File: config.mk
export PLATFORM = sky130hd
export DESIGN_NAME = conv_host_ctrl
export DESIGN_NICKNAME = d
export VERILOG_FILES = /design/src/rtl/conv_host_pkg.sv /design/src/rtl/conv_bus_strobe.sv /design/src/rtl/conv_result_pack.sv /design/src/rtl/conv_host_ctrl.sv
export SDC_FILE = /design/constraint.sdc
export NUM_CORES = 1
export LEC_CHECK = 0
export BUFFER_PORTS_ARGS = -buffer_cell sky130_fd_sc_hd__buf_2
export CAP_MARGIN = 20
export CORE_MARGIN = 2
export CORE_UTILIZATION = 25
export DETAILED_ROUTE_END_ITERATION = 8
export HOLD_SLACK_MARGIN = 0.12
export PLACE_DENSITY_LB_ADDON = 0.3
export SLEW_MARGIN = 20
export SYNTH_ARGS = -nofsm -noshare
export SYNTH_HDL_FRONTEND = slang
export SYNTH_SLANG_ARGS = --single-unit
File: constraint.sdc
create_clock -name clk -period 2.9 [get_ports clk]
set_input_delay 0.435 -clock clk [delete_from_list [all_inputs] [get_ports clk]]
set_output_delay 0.435 -clock clk [all_outputs]
set_load 0.01 [all_outputs]
File: src/rtl/conv_host_pkg.sv
// Shared types and codes for the converter host bus master.
// Assumes a converter that decodes an 8-bit configuration byte.
package conv_host_pkg;
    localparam int OP_W  = 4;
    localparam int CFG_W = 8;

    localparam logic [OP_W-1:0] OPC_CAL     = 4'h1;
    localparam logic [OP_W-1:0] OPC_ZERO    = 4'h2;
    localparam logic [OP_W-1:0] OPC_START   = 4'h8;
    localparam logic [OP_W-1:0] OPC_STANDBY = 4'hB;

    // Byte layout decoded by the converter: opcode, width, sync, acquisition.
    typedef struct packed {
        logic [OP_W-1:0] opcode;
        logic            wide;
        logic            sync;
        logic [1:0]      acq;
    } cfg_word_t;

    typedef enum logic [1:0] {B_IDLE, B_SETUP, B_STROBE, B_HOLD} bus_phase_t;

    typedef enum logic [3:0] {
        ST_IDLE, ST_GATE, ST_WRITE, ST_WAITHI, ST_WAITLO,
        ST_RDLO, ST_HOLD, ST_RDLAST, ST_STOPWR
    } ctl_state_t;
endpackage

File: src/rtl/conv_bus_strobe.sv
// One bus transfer per go pulse. Chip select leads and trails the strobe by
// one cycle, and the strobe lasts STROBE_CYC cycles. Read data is captured
// on the last strobe cycle. Assumes go only while idle is high.
module conv_bus_strobe
    import conv_host_pkg::*;
#(
    parameter int STROBE_CYC = 2,
    parameter int DATA_W     = 13
) (
    input  logic              clk,
    input  logic              rst_n,
    input  logic              go,
    input  logic              is_write,
    input  logic [DATA_W-1:0] rdata,
    output logic              idle,
    output logic              done,
    output logic              cs_n,
    output logic              rd_n,
    output logic              wr_n,
    output logic [DATA_W-1:0] rdata_q
);
    localparam int CNT_W = (STROBE_CYC > 1) ? $clog2(STROBE_CYC) : 1;
    localparam logic [CNT_W-1:0] LAST = CNT_W'(STROBE_CYC - 1);

    bus_phase_t       phase;
    logic [CNT_W-1:0] cnt;
    logic             wr_sel;

    assign idle = (phase == B_IDLE);

    // Transfer sequencer: select, strobe, release.
    always_ff @(posedge clk) begin
        if (!rst_n) begin
            phase   <= B_IDLE;
            cnt     <= '0;
            wr_sel  <= 1'b0;
            cs_n    <= 1'b1;
            rd_n    <= 1'b1;
            wr_n    <= 1'b1;
            done    <= 1'b0;
            rdata_q <= '0;
        end else begin
            done <= 1'b0;
            case (phase)
                B_IDLE: if (go) begin
                    cs_n   <= 1'b0;
                    wr_sel <= is_write;
                    phase  <= B_SETUP;
                end
                B_SETUP: begin
                    rd_n  <= wr_sel;
                    wr_n  <= !wr_sel;
                    cnt   <= '0;
                    phase <= B_STROBE;
                end
                B_STROBE: if (cnt == LAST) begin
                    rd_n  <= 1'b1;
                    wr_n  <= 1'b1;
                    if (!wr_sel) rdata_q <= rdata;
                    phase <= B_HOLD;
                end else begin
                    cnt <= cnt + 1'b1;
                end
                default: begin
                    cs_n  <= 1'b1;
                    done  <= 1'b1;
                    phase <= B_IDLE;
                end
            endcase
        end
    end
endmodule

File: src/rtl/conv_result_pack.sv
// Rebuilds the result from one wide read or from a low byte plus an upper
// field, and holds it on a valid/ready output. Assumes last_we with publish
// only arrives while the output is empty.
module conv_result_pack #(
    parameter int DATA_W = 13,
    parameter int BYTE_W = 8
) (
    input  logic              clk,
    input  logic              rst_n,
    input  logic              wide,
    input  logic [DATA_W-1:0] rdata,
    input  logic              lo_we,
    input  logic              last_we,
    input  logic              publish,
    input  logic              out_ready,
    output logic              out_valid,
    output logic [DATA_W-1:0] out_data
);
    localparam int HI_W = DATA_W - BYTE_W;

    logic [BYTE_W-1:0] lo_q;
    logic [DATA_W-1:0] assembled;

    // Select the wide word or the byte pair.
    always_comb assembled = wide ? rdata : {rdata[HI_W-1:0], lo_q};

    // Low-byte holding register.
    always_ff @(posedge clk) begin
        if (!rst_n)     lo_q <= '0;
        else if (lo_we) lo_q <= rdata[BYTE_W-1:0];
    end

    // Output register with handshake.
    always_ff @(posedge clk) begin
        if (!rst_n) begin
            out_valid <= 1'b0;
            out_data  <= '0;
        end else if (last_we && publish) begin
            out_valid <= 1'b1;
            out_data  <= assembled;
        end else if (out_valid && out_ready) begin
            out_valid <= 1'b0;
        end
    end
endmodule

File: src/rtl/conv_host_ctrl.sv
// Top: takes a configuration request, writes it when the converter is ready
// or in standby, then streams results. The last read of every sample
// restarts the converter. Assumes the converter raises ready within one
// cycle of the rising edge of a start-triggering read.
module conv_host_ctrl
    import conv_host_pkg::*;
#(
    parameter int DATA_W     = 13,
    parameter int BYTE_W     = 8,
    parameter int STROBE_CYC = 2
) (
    input  logic              clk,
    input  logic              rst_n,
    input  logic              cfg_valid,
    output logic              cfg_ready,
    input  logic [OP_W-1:0]   cfg_opcode,
    input  logic              cfg_wide,
    input  logic              cfg_sync,
    input  logic [1:0]        cfg_acq,
    input  logic              stop_req,
    output logic              out_valid,
    input  logic              out_ready,
    output logic [DATA_W-1:0] out_data,
    output logic              bus_cs_n,
    output logic              bus_rd_n,
    output logic              bus_wr_n,
    output logic [CFG_W-1:0]  bus_wdata,
    input  logic [DATA_W-1:0] bus_rdata,
    input  logic              bus_rdy_n
);
    ctl_state_t        state;
    cfg_word_t         cfg_q, stby_word;
    logic              standby_q, first_q, stop_q, final_q;
    logic              eng_go, eng_wr, eng_idle, eng_done;
    logic [DATA_W-1:0] eng_rdata;
    logic              bus_state, is_start;

    assign cfg_ready = (state == ST_IDLE);
    assign is_start  = (cfg_q.opcode == OPC_START);

    // Start one transfer when entering a bus state.
    always_comb begin
        bus_state = (state == ST_WRITE) || (state == ST_STOPWR) ||
                    (state == ST_RDLO)  || (state == ST_RDLAST);
        eng_wr    = (state == ST_WRITE) || (state == ST_STOPWR);
        eng_go    = bus_state && eng_idle && !eng_done;
    end

    // Standby byte keeps the other fields of the request.
    always_comb begin
        stby_word        = cfg_q;
        stby_word.opcode = OPC_STANDBY;
        bus_wdata        = (state == ST_STOPWR) ? stby_word : cfg_q;
    end

    // Command and streaming sequencer.
    always_ff @(posedge clk) begin
        if (!rst_n) begin
            state     <= ST_IDLE;
            cfg_q     <= '0;
            standby_q <= 1'b1;
            first_q   <= 1'b0;
            stop_q    <= 1'b0;
            final_q   <= 1'b0;
        end else begin
            if (state == ST_IDLE) stop_q <= 1'b0;
            else if (stop_req)    stop_q <= 1'b1;
            case (state)
                ST_IDLE: if (cfg_valid) begin
                    cfg_q <= '{opcode: cfg_opcode, wide: cfg_wide,
                               sync: cfg_sync, acq: cfg_acq};
                    state <= ST_GATE;
                end
                ST_GATE: if (!bus_rdy_n || standby_q) state <= ST_WRITE;
                ST_WRITE: if (eng_done) begin
                    standby_q <= (cfg_q.opcode == OPC_STANDBY);
                    first_q   <= 1'b1;
                    final_q   <= 1'b0;
                    if (is_start)                         state <= ST_WAITLO;
                    else if (cfg_q.opcode == OPC_STANDBY) state <= ST_IDLE;
                    else                                  state <= ST_WAITHI;
                end
                ST_WAITHI: if (bus_rdy_n) state <= ST_WAITLO;
                ST_WAITLO: if (!bus_rdy_n) begin
                    if (!is_start)              state <= ST_IDLE;
                    else if (stop_q && !first_q) state <= ST_STOPWR;
                    else                        state <= cfg_q.wide ? ST_HOLD : ST_RDLO;
                end
                ST_STOPWR: if (eng_done) begin
                    standby_q <= 1'b1;
                    final_q   <= 1'b1;
                    state     <= cfg_q.wide ? ST_HOLD : ST_RDLO;
                end
                ST_RDLO: if (eng_done) state <= ST_HOLD;
                ST_HOLD: if (first_q || !out_valid) state <= ST_RDLAST;
                ST_RDLAST: if (eng_done) begin
                    first_q <= 1'b0;
                    state   <= final_q ? ST_IDLE : ST_WAITLO;
                end
                default: state <= ST_IDLE;
            endcase
        end
    end

    conv_bus_strobe #(.STROBE_CYC(STROBE_CYC), .DATA_W(DATA_W)) u_bus (
        .clk(clk), .rst_n(rst_n), .go(eng_go), .is_write(eng_wr),
        .rdata(bus_rdata), .idle(eng_idle), .done(eng_done),
        .cs_n(bus_cs_n), .rd_n(bus_rd_n), .wr_n(bus_wr_n), .rdata_q(eng_rdata)
    );

    conv_result_pack #(.DATA_W(DATA_W), .BYTE_W(BYTE_W)) u_pack (
        .clk(clk), .rst_n(rst_n), .wide(cfg_q.wide), .rdata(eng_rdata),
        .lo_we((state == ST_RDLO) && eng_done),
        .last_we((state == ST_RDLAST) && eng_done),
        .publish(!first_q), .out_ready(out_ready),
        .out_valid(out_valid), .out_data(out_data)
    );
endmodule

**After elaboration in Yosys (flattened, before gate mapping)**

Index checks and enable logic that the tools add are counted.

- $add $sub $neg: 1
- Equal/unequal tests: 23
- Mux-type cells: 37
- Bitwise logic cells: 3
- Reductions and logical operators: 35

Operators by type and width:

| kind | count |
|---|---|
| 4-bit 2-to-1 mux | 11 |
| 4-bit one-hot mux with 9 select lines | 1 |
| 4-bit by 3-bit == test with 1-bit output, second input constant | 4 |
| 1-bit one-hot mux with 2 select lines | 7 |
| 13-bit 2-to-1 mux | 1 |
| 4-bit == test, second input constant | 3 |
| 2-bit != test, second input constant | 6 |
| 2-bit by 1-bit != test with 1-bit output, second input constant | 5 |
| 2-bit AND reduction | 5 |
| 1-bit 2-to-1 mux | 9 |
| 3-bit AND reduction | 3 |
| 9-bit AND reduction | 1 |
| 4-bit by 2-bit == test with 1-bit output, second input constant | 2 |
| 2-bit 2-to-1 mux | 4 |
| 8-bit 2-to-1 mux | 1 |
| 2-bit nonzero test | 4 |
| 1-bit logical AND | 7 |
| 3-bit 2-to-1 mux | 2 |
| 2-bit one-hot mux with 3 select lines | 1 |
| 1-bit logical NOT | 5 |
| 1-bit logical OR | 5 |
| 4-bit by 1-bit == test with 1-bit output, second input constant | 1 |
| 4-bit logical NOT | 1 |
| 2-bit OR reduction | 2 |
| other kinds (6) | 8 |

- Bits in registers: 59
- Bits of input ports: 27
- Output and inout port bits: 26
- Word-level logic and storage cells: 119

**Logic depth before layout (Yosys ltp)**

- Depth after elaboration: 8
- Gate-level depth with buffers: 7
- Gate-level depth less buffers: 6

**Cells and area by module**

Synthesis repeated with hierarchy kept, for this count alone.

- Cell total of the unflattened synthesis: 321
- Area, all modules: 3002.9 µm²

By module, submodules not included:

| module | instances | cells each | area an instance (µm²) | seq. area each (µm²) |
|---|---|---|---|---|
| conv_host_ctrl | 1 | 130 | 1024.7 | 320.3 |
| conv_result_pack | 1 | 90 | 993.5 | 440.4 |
| conv_bus_strobe | 1 | 101 | 984.7 | 420.4 |

**Least setup slack after synthesis**

No wires, ideal clock.

- Kind: reg-to-output
- From: register state[2]
- To: output port cfg_ready
- Data arrival time: 1106 ps
- Required time: 2465 ps
- Setup slack: 1359 ps
- Cell stages (with the launch flop): 5
- Path buffers: 3
- Path through: dfxtp_1 buf_4 buf_2 nor4_2 buf_2

- Word-level cells in the longest chain between the ends: 1

Ends and longest elaborated chain:

| what | line | RTL |
|---|---|---|
| start, declared | conv_host_ctrl.sv:31 | `ctl_state_t state;` |
| start signal, assigned | conv_host_ctrl.sv:87 | `else state <= cfg_q.wide ? ST_HOLD : ST_RDLO;` |
| start signal, assigned | conv_host_ctrl.sv:92 | `state <= cfg_q.wide ? ST_HOLD : ST_RDLO;` |
| start signal, assigned | conv_host_ctrl.sv:98 | `state <= final_q ? ST_IDLE : ST_WAITLO;` |
| 4-bit logical NOT | conv_host_ctrl.sv:38 | `assign cfg_ready = (state == ST_IDLE);` |
| end, declared | conv_host_ctrl.sv:15 | `output logic cfg_ready,` |

Every way passes these cells.

**Final worst setup path**

- From: register state[3]
- To: output port bus_wdata[4]

- Word-level cells in the longest chain between the ends: 2

Ends and longest elaborated chain:

| what | line | RTL |
|---|---|---|
| 4-bit == test | conv_host_ctrl.sv:53 | `bus_wdata = (state == ST_STOPWR) ? stby_word : cfg_q;` |
| 8-bit 2-to-1 mux | conv_host_ctrl.sv:53 |  |
| end, declared | conv_host_ctrl.sv:27 | `output logic [CFG_W-1:0] bus_wdata,` |

Every way passes these cells.

==> impl_metrics.tcl <==
set metrics [dict create \
    status "finished clean" \
    drt_iter0_drc 82 \
    dp_cells 491 \
    crit_path_end_kind "output port" \
    die_w_microns 111 \
    cts_resized 0 \
    syn-cell-area_sq_um 2870 \
    grt_antenna_before_repair 0 \
    cp_max_fo 16 \
    cts_max_path_buffers 2 \
    grt_start_max_net_pins 36 \
    worst_skew_pair.late_latency_ns 0.33 \
    rsz0062_at_grt "false" \
    relSlewSlack_pct 31.8 \
    ys_types 51 \
    synth.area.top_cells "dfxtp_1, mux2i_1, nand2_1, o211a_1, nor2b_1" \
    start_util_pct 25.4 \
    ioPinCount 53 \
    die_h_microns 111 \
    grt_pass1_wl_microns 11300 \
    tns_ns 0 \
    grt_pass1_vias 2305 \
    routed_wl_microns 6780 \
    drtPass1Iterations 4 \
    crit_required_ns 2.47 \
    diodes 0 \
    final_cells 506 \
    worstHoldPathCells 3 \
    hold_end "cfg_q[5]" \
    numClockSinks 59 \
    drive_above_1_share_pct 23.7 \
    yosysMostFrequentCell "nand2_1" \
    start_kind "flip-flop" \
    final_nets 390 \
    worstReg2RegEnd "u_pack.out_data[12]" \
    r2r_start "state[0]" \
    syn_to_final_growth_pct 23.9 \
    min_period_ns 2.31 \
    grt_usage_pct 11.4 \
    p_per_area_nw_per_um2 787 \
    r2r_slack_ns 0.80 \
    tightestPinTransition_ns 1.02 \
    fmax_mhz 433 \
    drc 0 \
    synth_warnings 0 \
    yosysTopAreaCell "dfxtp_1" \
    synth-async-reset-ratio_pct 0 \
    finalClockSkew_ns 0.00619 \
    cts_inserted_buffers 9 \
    final_util_pct 31.4 \
    wl_per_cell_microns 13.4 \
    route.antenna.remaining_nets 0 \
    cts.root.buffer_cell "clkbuf_16" \
    cellLeakagePower_nw 1.59 \
    synth_edf_count 0 \
    cts.reportedPaths.clkPinSlew_ns 0.05 \
    fin_crit_sh_pct 79.7 \
    cts_tree "done" \
    grt_overflow_total 0 \
    vias 2338 \
    finalSetupViolations 0 \
    vdd_drop_max_uv 265 \
    core_sq_um 11300 \
    syn_nets 348 \
    core.rowCount 39 \
    io_buffers 52 \
    hold_buffers 0 \
    crit_type "flip-flop to output port" \
    hold_class "input pin to flip-flop" \
    routed_via_density 4.62 \
    ys_seq_elements 59 \
    whs_ns 0.357 \
    drv_slew 0 \
    synth_common_cells "nand2_1, dfxtp_1, mux2i_1" \
    htree_levels 3 \
    ys_seq_area_share_pct 41.1 \
    dieArea_sq_um 12400 \
    synthCells 317 \
    hp-start "cfg_opcode[1]" \
    ff2ff_path_depth 4 \
    gp_congestion 0.736 \
    hold_viol_final 0 \
    drv_cap 0 \
    hpwl_microns 4800 \
    synth_top_cell_area_share_pct 41.1 \
    arrival_ns 1.87 \
    synth_area_per_cell_sq_um 9.06 \
    cts_setup_buffers 0 \
    synth-main-ff-cell "dfxtp_1" \
]
cells in the final DEF, fill, tap and decap left out, types with 3 or more instances in the layout:
| cell type | count |
|---|---|
| nand2_1 | 63 |
| dfxtp_1 | 59 |
| buf_2 | 52 |
| mux2i_1 | 27 |
| nor2b_1 | 17 |
| o211a_1 | 13 |
| nor2_1 | 13 |
| a21boi_0 | 13 |
| nand3_1 | 10 |
| clkbuf_16 | 9 |
| a21boi_1 | 8 |
| o21ai_0 | 6 |
| inv_1 | 5 |
| buf_4 | 5 |
| or2_2 | 4 |
| nand2b_1 | 4 |
| ha_1 | 4 |
| a31oi_1 | 3 |
| o21ai_1 | 3 |
| a21oi_1 | 3 |
| bufinv_16 | 3 |
state kept, by name (all words and copies together), names as in the netlist:
register and flops:
u_bus.done 1, standby_q 1, u_pack.out_valid 1, u_bus.cs_n 1, u_bus.cnt 1, u_bus.rd_n 1
u_pack.lo_q 8, u_bus.wr_sel 1, stop_q 1, state 4, u_bus.phase 2, first_q 1
u_bus.rdata_q 13, u_bus.wr_n 1, u_pack.out_data 13, final_q 1, cfg_q 8
cell families (layout without fill, tap and decap cells):
kind of cell             count (synthesis)  in the layout  share of synthesized area, %
AO/OA/AOI/OAI                           63             63                          17.8
buffers and inverters                   32             78                          5.71
flip-flops                              59             59                          41.1
XOR/XNOR                                 1              1                         0.305
multiplexers                            27             27                          9.41
adder cells (fa/ha/maj)                  4              4                          1.74
AND/OR/NAND/NOR                        131            131                          24.0
metrics by stage:
| step | cell area (sq um) | setup slack (ns) | power, mW |
|---|---|---|---|
| 2_1_floorplan | 2870 | 1.36 | 1.44 |
| 4_1_cts | 3560 | 0.555 | 2.84 |
| 6_report | 3560 | 0.590 | 2.80 |
| 5_1_grt | 3560 | 0.420 | 2.94 |
| 3_3_place_gp | 3210 | 0.929 | 1.56 |
| 3_5_place_dp | 3210 | 0.831 | 1.58 |
metal layers:
layer  GRT usage (%)  wire [microns]
met1            13.4            3030
met2            19.8            3420
met4            5.35             131
met5               0               0
met3            2.24             202
cell type report:
cell class | count | area (sq um)
fillers | 1196 | 7760
multi-input cells | 226 | 1530
flip-flops and latches | 59 | 1180
repair buffers | 57 | 298
well taps | 143 | 179
inverters | 6 | 22.5
clock buffers | 11 | 253
clock inverters | 4 | 97.6
worst max path at each step:
stage	slack [ns]	endpoint	startpoint
2_1_floorplan	1.36	cfg_ready	state[2]
3_3_place_gp	0.93	u_pack.out_data[4]	state[0]
3_5_place_dp	0.83	u_pack.out_data[12]	state[0]
4_1_cts	0.56	bus_wdata[7]	state[3]
5_1_grt	0.42	bus_wdata[4]	state[3]
6_report	0.59	bus_wdata[4]	state[3]
where the power goes:
group	internal, mW	switching, mW
logic	0.273	0.303
clock network	0.880	0.366
registers	0.871	0.107
total	2.02	0.776
worst max-delay path: stages (launching register included):
cell	delay (ns)
dfxtp_1	0.71
nor4b_4	0.52
or2_2	0.19
buf_2	0.12
Power figures use the tool's default switching activity.
